File: config.mk
export PLATFORM = sky130hd
export DESIGN_NAME = irq_flag_unit
export DESIGN_NICKNAME = d
export VERILOG_FILES = /design/src/rtl/irq_flag_pkg.sv /design/src/rtl/irq_sync_edge.sv /design/src/rtl/irq_flag_bank.sv /design/src/rtl/irq_line_or.sv /design/src/rtl/irq_flag_unit.sv
export SDC_FILE = /design/constraint.sdc
export NUM_CORES = 1
export LEC_CHECK = 0
export BUFFER_PORTS_ARGS = -buffer_cell sky130_fd_sc_hd__buf_2
export CAP_MARGIN = 20
export CORE_MARGIN = 2
export CORE_UTILIZATION = 34
export CTS_BUF_LIST = sky130_fd_sc_hd__clkbuf_4 sky130_fd_sc_hd__clkbuf_8
export CTS_CLUSTER_DIAMETER = 50
export DETAILED_ROUTE_END_ITERATION = 10
export PLACE_DENSITY = 0.76
export SYNTH_ARGS = -nofsm -noshare
export SYNTH_HDL_FRONTEND = slang
export SYNTH_SLANG_ARGS = --single-unit
export TNS_END_PERCENT = 100
File: constraint.sdc
create_clock -name clk -period 2.8 [get_ports clk]
set_clock_uncertainty 0.15 [all_clocks]
set_input_delay 0.14 -clock clk [delete_from_list [all_inputs] [get_ports clk]]
set_output_delay 0.14 -clock clk [all_outputs]
set_load 0.005 [all_outputs]
File: src/rtl/irq_flag_pkg.sv
package irq_flag_pkg;
  localparam int NFLAG = 10;
  localparam int NEN   = 6;
  localparam int NLINE = 3;

  localparam int F_XFER  = 0;
  localparam int F_TICK  = 1;
  localparam int F_WDOG  = 2;
  localparam int F_SPI   = 3;
  localparam int F_COL0  = 4;
  localparam int F_COL1  = 5;
  localparam int F_PLLR  = 6;
  localparam int F_PLLF  = 7;
  localparam int F_WTMR  = 8;
  localparam int F_WBTN  = 9;

  typedef logic [NFLAG-1:0] flag_vec_t;
  typedef logic [NEN-1:0]   en_vec_t;

  // request line order: index 0 -> line 2, 1 -> line 4, 2 -> line 6
  localparam flag_vec_t LINE_MASK [NLINE] = '{
    10'b00_0011_1000,
    10'b00_1100_0000,
    10'b00_0000_0111
  };

  // spread the enable bits over the flags they gate
  function automatic flag_vec_t expand_en(input en_vec_t en);
    flag_vec_t r;
    r         = '0;
    r[F_XFER] = en[0];
    r[F_TICK] = en[1];
    r[F_WDOG] = en[2];
    r[F_SPI]  = en[3];
    r[F_COL0] = en[4];
    r[F_COL1] = en[4];
    r[F_PLLR] = en[5];
    r[F_PLLF] = en[5];
    return r;
  endfunction
endpackage

File: src/rtl/irq_sync_edge.sv
module irq_sync_edge #(
  parameter int STAGES = 2
) (
  input  logic clk,
  input  logic rst,
  input  logic din,
  output logic rise,
  output logic fall
);
  logic [STAGES-1:0] chain;
  logic              prev;

  generate
    if (STAGES == 1) begin : g_one
      always_ff @(posedge clk) begin
        if (rst) chain <= '0;
        else     chain <= din;
      end
    end else begin : g_many
      always_ff @(posedge clk) begin
        if (rst) chain <= '0;
        else     chain <= {chain[STAGES-2:0], din};
      end
    end
  endgenerate

  always_ff @(posedge clk) begin
    if (rst) prev <= 1'b0;
    else     prev <= chain[STAGES-1];
  end

  assign rise = chain[STAGES-1] & ~prev;
  assign fall = ~chain[STAGES-1] & prev;
endmodule

File: src/rtl/irq_flag_bank.sv
module irq_flag_bank #(
  parameter int W = 10
) (
  input  logic         clk,
  input  logic         rst,
  input  logic [W-1:0] set_i,
  input  logic [W-1:0] clr_i,
  output logic [W-1:0] q
);
  // a hardware set outranks a clear in the same cycle
  always_ff @(posedge clk) begin
    if (rst) q <= '0;
    else     q <= (q & ~clr_i) | set_i;
  end
endmodule

File: src/rtl/irq_line_or.sv
module irq_line_or
  import irq_flag_pkg::*;
(
  input  logic            clk,
  input  logic            rst,
  input  flag_vec_t       flags,
  input  flag_vec_t       gate,
  output logic [NLINE-1:0] lines
);
  flag_vec_t live;
  assign live = flags & gate;

  for (genvar l = 0; l < NLINE; l++) begin : g_line
    always_ff @(posedge clk) begin
      if (rst) lines[l] <= 1'b0;
      else     lines[l] <= |(live & LINE_MASK[l]);
    end
  end
endmodule

File: src/rtl/irq_flag_unit.sv
module irq_flag_unit
  import irq_flag_pkg::*;
#(
  parameter int SYNC_STAGES = 2
) (
  input  logic             clk,
  input  logic             rst,
  input  logic             ev_xfer_done,
  input  logic             ev_rtc_sec,
  input  logic             ev_wdog_near,
  input  logic             ev_spi,
  input  logic             ev_wcol0,
  input  logic             ev_wcol1,
  input  logic             pll_lock,
  input  logic             wake,
  input  logic             ev_wake_timer,
  input  logic             ev_button,
  input  logic             wr_en,
  input  logic             wr_sel,
  input  logic [NFLAG-1:0] wr_data,
  output logic [NFLAG-1:0] flags_o,
  output logic [NEN-1:0]   enables_o,
  output logic             irq_grp2,
  output logic             irq_grp4,
  output logic             irq_grp6
);
  logic       pll_rise, pll_fall;
  logic       wake_q;
  logic       wake_fall;
  flag_vec_t  set_v, clr_v, flag_q;
  en_vec_t    en_q;
  logic [NLINE-1:0] line_q;

  irq_sync_edge #(.STAGES(SYNC_STAGES)) u_pll_edge (
    .clk(clk), .rst(rst), .din(pll_lock),
    .rise(pll_rise), .fall(pll_fall)
  );

  always_ff @(posedge clk) begin
    if (rst) wake_q <= 1'b0;
    else     wake_q <= wake;
  end
  assign wake_fall = wake_q & ~wake;

  always_ff @(posedge clk) begin
    if (rst)                  en_q <= '0;
    else if (wr_en && !wr_sel) en_q <= wr_data[NEN-1:0];
  end

  always_comb begin
    set_v         = '0;
    set_v[F_XFER] = ev_xfer_done;
    set_v[F_TICK] = ev_rtc_sec;
    set_v[F_WDOG] = ev_wdog_near;
    set_v[F_SPI]  = ev_spi;
    set_v[F_COL0] = ev_wcol0;
    set_v[F_COL1] = ev_wcol1;
    set_v[F_PLLR] = pll_rise;
    set_v[F_PLLF] = pll_fall;
    set_v[F_WTMR] = ev_wake_timer;
    set_v[F_WBTN] = ev_button;
  end

  always_comb begin
    clr_v = (wr_en && wr_sel) ? ~wr_data : '0;
    if (wake_fall) clr_v[F_WDOG] = 1'b1;
  end

  irq_flag_bank #(.W(NFLAG)) u_bank (
    .clk(clk), .rst(rst), .set_i(set_v), .clr_i(clr_v), .q(flag_q)
  );

  irq_line_or u_lines (
    .clk(clk), .rst(rst), .flags(flag_q), .gate(expand_en(en_q)),
    .lines(line_q)
  );

  assign flags_o   = flag_q;
  assign enables_o = en_q;
  assign irq_grp2  = line_q[0];
  assign irq_grp4  = line_q[1];
  assign irq_grp6  = line_q[2];
endmodule

# Yosys cells after proc, flatten, opt, wreduce, memory -nomap -nowiden
# Cells that the tools add are included.
op_classes:
  n_mux: 2
  reduce_logical: 6
  n_bitwise: 11
op_table:
  columns: ["operator", "n"]
  rows:
  - ["$not A10 Y10", 2]
  - ["$and A10 B10 Y10", 1]
  - ["$mux W10", 1]
  - ["$or A10 B10 Y10", 1]
  - ["$and A8 B8 Y8", 1]
  - ["$reduce_or A3 Y1", 2]
  - ["$and A1 B1 Y1", 3]
  - ["$not A1 Y1", 3]
  - ["$logic_and A1 B1 Y1", 2]
  - ["$reduce_or A2 Y1", 1]
  - ["$logic_not A1 Y1", 1]
  - ["$mux W1", 1]
totals:
  input_bits: 24
  out_inout_bits: 19
  ff_bits: 23

# Depth between registers and ports, before layout
depth:
  ltp_word: 6
  ltp_mapped: 4
  depth_no_buf: 3

# By module
# Synthesis repeated with hierarchy kept, for this count alone.
hier_totals:
  hier_cells: 99
  area_unflattened_um2: 1042.2
by_module_without_submodules:
  columns: ["mod", "instances", "area_per_inst_um2", "cells_each"]
  rows:
  - ["irq_flag_bank", 1, 474.2, 41]
  - ["irq_flag_unit", 1, 377.9, 41]
  - ["irq_line_or", 1, 98.8, 9]
  - ["irq_sync_edge", 1, 91.3, 8]

# Least setup slack after synthesis
# No wires, ideal clock.
synth_path:
  path_kind: "reg-to-reg"
  start: "register u_bank.q[2]"
  end: "register u_lines.lines[2]"
  arrival_ps: 673
  path_slack_ps: 1853
  path_stages_with_launch: 3
  path_cell_list: "dfxtp_1 -> a222oi_1 -> nor2_1"
synth_via:
  elab_chain_len: 2
synth_rtl:
  columns: ["element", "line", "source"]
  rows:
  - ["start, declared", "irq_flag_bank.sv:8", "output logic [W-1:0] q"]
  - ["start signal, assigned", "irq_flag_bank.sv:13", "else q <= (q & ~clr_i) | set_i;"]
  - ["$and A8 B8 Y8", "irq_line_or.sv:11", "assign live = flags & gate;"]
  - ["$reduce_or A3 Y1", "irq_line_or.sv:16", "else lines[l] <= |(live & LINE_MASK[l]);"]
  - ["end signal, assigned by index", "irq_line_or.sv:16", null]
  - ["end, declared", "irq_line_or.sv:8", "output logic [NLINE-1:0] lines"]
# No other way between the ends.
# A chain may end at the register's enable or synchronous reset.

# Worst setup path in the final report
layout_path:
  start: "input ev_wake_timer"
  end: "register u_bank.q[8]"
layout_via:
  elab_chain_len: 1
layout_rtl:
  columns: ["element", "line", "source"]
  rows:
  - ["start, declared", "irq_flag_unit.sv:16", "input logic ev_wake_timer,"]
  - ["$or A10 B10 Y10", "irq_flag_bank.sv:13", null]
# No other way between the ends.

==> results.txt <==
Outcome: completed
Largest net degree at the start of global routing: 24
Static leakage: 0.599 nW
Core ar.: 2210 um^2
Worst Setup Path Type: input pin to flop
Wire per inst: 11.5 um
Starting Density: 0.357
First-pass GRT wire length: 3260 um
Row count: 17
Most frequent cells in the layout: buf_2, dfxtp_1, dlygate4sd3_1, a21oi_1, o21ai_0
Post-CTS sizing: 0
Startpoint types: input pin
Clock H-tree levels: 1
# Max-Cap Violations: 0
Clock Power Share: 0.264
Layout cells sized above 1: 0.326
Switch share: 0.231
Hold Path Class: input pin to flop
Initial antenna violation count: 0
CP most frequent cell: dlygate4sd3_1
Critical path peak fanout: 1
Critical Path RT: 2860 ps
Routed Antenna Nets: 0
Period Utilization, post-route: 0.500
Buffers on Ports: 42
Initial drt markers: 20
Vias: 794
Peak VDD IR: 0.000360 V
Pwr Density: 486 nW/um^2
Register area share after synthesis: 0.582
CP max stage cell: dlygate4sd3_1
DRC viols: 0
Router iterations before antenna repair: 4
Layout area overhead: 56.2%
Fin. Hold Viols: 0
Sink Count: 23
TritonCTS clock tree: yes
Slew HR: 0.731
Clk_lat worst skew: 310 ps
Synth warnings: 0
Die X: 52.2 um
Clock Pin Slew Worst Setup and Hold Paths: 120 ps
Mapped cell area: 791 um^2
Commonest non-fill, non-tap cell in the layout: buf_2
Clock root cell: clkbuf_4
Area of the die: 2730 um^2
Fillers: 200
Final design utilization: 0.558
Net count after synthesis: 106
Multi-input gate area: 275 um^2
Pre-CTS setup slack: 1620 ps
Synth top area cells: dfxtp_1, mux2i_1, a21oi_1
Final slew viol count: 0
Clock Tree Buf Depth: 2
Antenna cells: 0
CP Capture Type: flop
Cell breakdown of the critical path: dlygate4sd3_1 -> buf_2 -> inv_1 -> a21oi_1 -> dlygate4sd3_1
RSZ-0062 raised after global routing: false
Post-DR vias/cell: 4.62
Switching power: 0.139 mW
GP Congestion: 0.695
Total grt overflow: 0
Cell Int Power: 0.462 mW
Register area: 460 um^2
Mapped Cells: 82
Overall power: 0.600 mW
Sum Neg Setup Slack: 0 ps
Vias in the first global route: 802
NumNets Final: 169
Die outline height: 52.2 um
DPL Wire Length: 1320 um
Share of power burned in registers: 0.591
I/O Pins: 43
Tightest Pin Transition: 401 ps
Area leader, netlist: dfxtp_1
Top cell type's share of synthesized area: 0.582
Seq cells post-synth: 23
Global Route Usage Sum: 0.164
Crit-path max cell delay: 560 ps
Comb power frac: 0.145
Worst Reg-to-Reg Cells: 3
Worst path arrival time: 1460 ps
Num CTS Buffers: 3
Final WS setup: 1400 ps
Number of setup violations in the final report: 0
Avg Synthesized Cell Area: 9.64 um^2
Max Clock Freq: 0.715 GHz
Worst Hold Depth: 3
Final worst path period need: 1400 ps
Total wire length: 1990 um
Count of different cell masters after synthesis: 15
==> layout make-up <==
cell class	instances	area share
Clock buffer	4	0.0243
Inverter	9	0.0274
Multi-Input combinational cell	47	0.223
Sequential cell	23	0.373
Tap cell	28	0.0284
Timing Repair Buffer	61	0.324
==> flip-flops by register name (all words and copies together), names as in the netlist <==
register and flops:
wake_q 1, u_bank.q 10, u_pll_edge.prev 1, enables_o 6, u_pll_edge.chain 2, u_lines.lines 3
==> per-layer routing <==
layer	global-route usage	vias up	routed length, um
met4	0.0769	0	26
met1	0.178	358	822
met2	0.304	36	1010
met3	0.0286	4	123
met5	0	-	0
li1	-	396	-
==> power groups by stage <==
stage	Clock [mW]	Sequential, mW	Combinational, mW
global placement	0	0.361	0.0641
detailed placement	0	0.362	0.0664
CTS	0.163	0.355	0.0871
global route	0.175	0.357	0.0975
finish	0.159	0.355	0.0871
floorplan	0	0.362	0.0298
==> critical path: cells and delay by family <==
family                 cells  cell delay [ps]
AO/OA/AOI/OAI              1               50
buffers and inverters      4             1270
==> logic make-up after synthesis <==
logic type | after synthesis | synth area share
multiplexers | 6 | 0.0760
flip-flops | 23 | 0.582
AND/OR/NAND/NOR | 18 | 0.116
AO/OA/AOI/OAI | 23 | 0.157
buffers and inverters | 12 | 0.0696
==> cells in the mapped netlist <==
master and instances:
a21oi_1 11, a222oi_1 1, buf_2 2, buf_6 1, dfxtp_1 23, inv_1 9, mux2i_1 6, nand2_1 2
nand2b_1 2, nor2_1 8, nor2b_1 4, nor2b_2 1, nor3b_1 1, o21ai_0 10, o221ai_1 1
==> path summary, 6_finish.rpt <==
kind                          to           startpoint  slack, ps
min reg2reg  u_pll_edge.chain[1]  u_pll_edge.chain[0]        300
min                  u_bank.q[9]           wr_data[9]         30
max reg2reg          u_bank.q[8]          u_bank.q[8]       1500
max                  u_bank.q[8]        ev_wake_timer       1400
==> repair_timing <==
action,CTS,global route
buffers inserted,0,0
hold buffers,19,0
hold endpoints to repair,18,0
==> stage by stage <==
stage | area (um^2) | hold WS, ps | instances
floorplan | 791 | 61.6 | 82
CTS | 1230 | 29.4 | 172
finish | 1230 | 29.6 | 172
global placement | 1010 | 203 | 149
detailed placement | 1010 | 207 | 149
global route | 1230 | 56.0 | 172
Power figures use the tool's default switching activity.
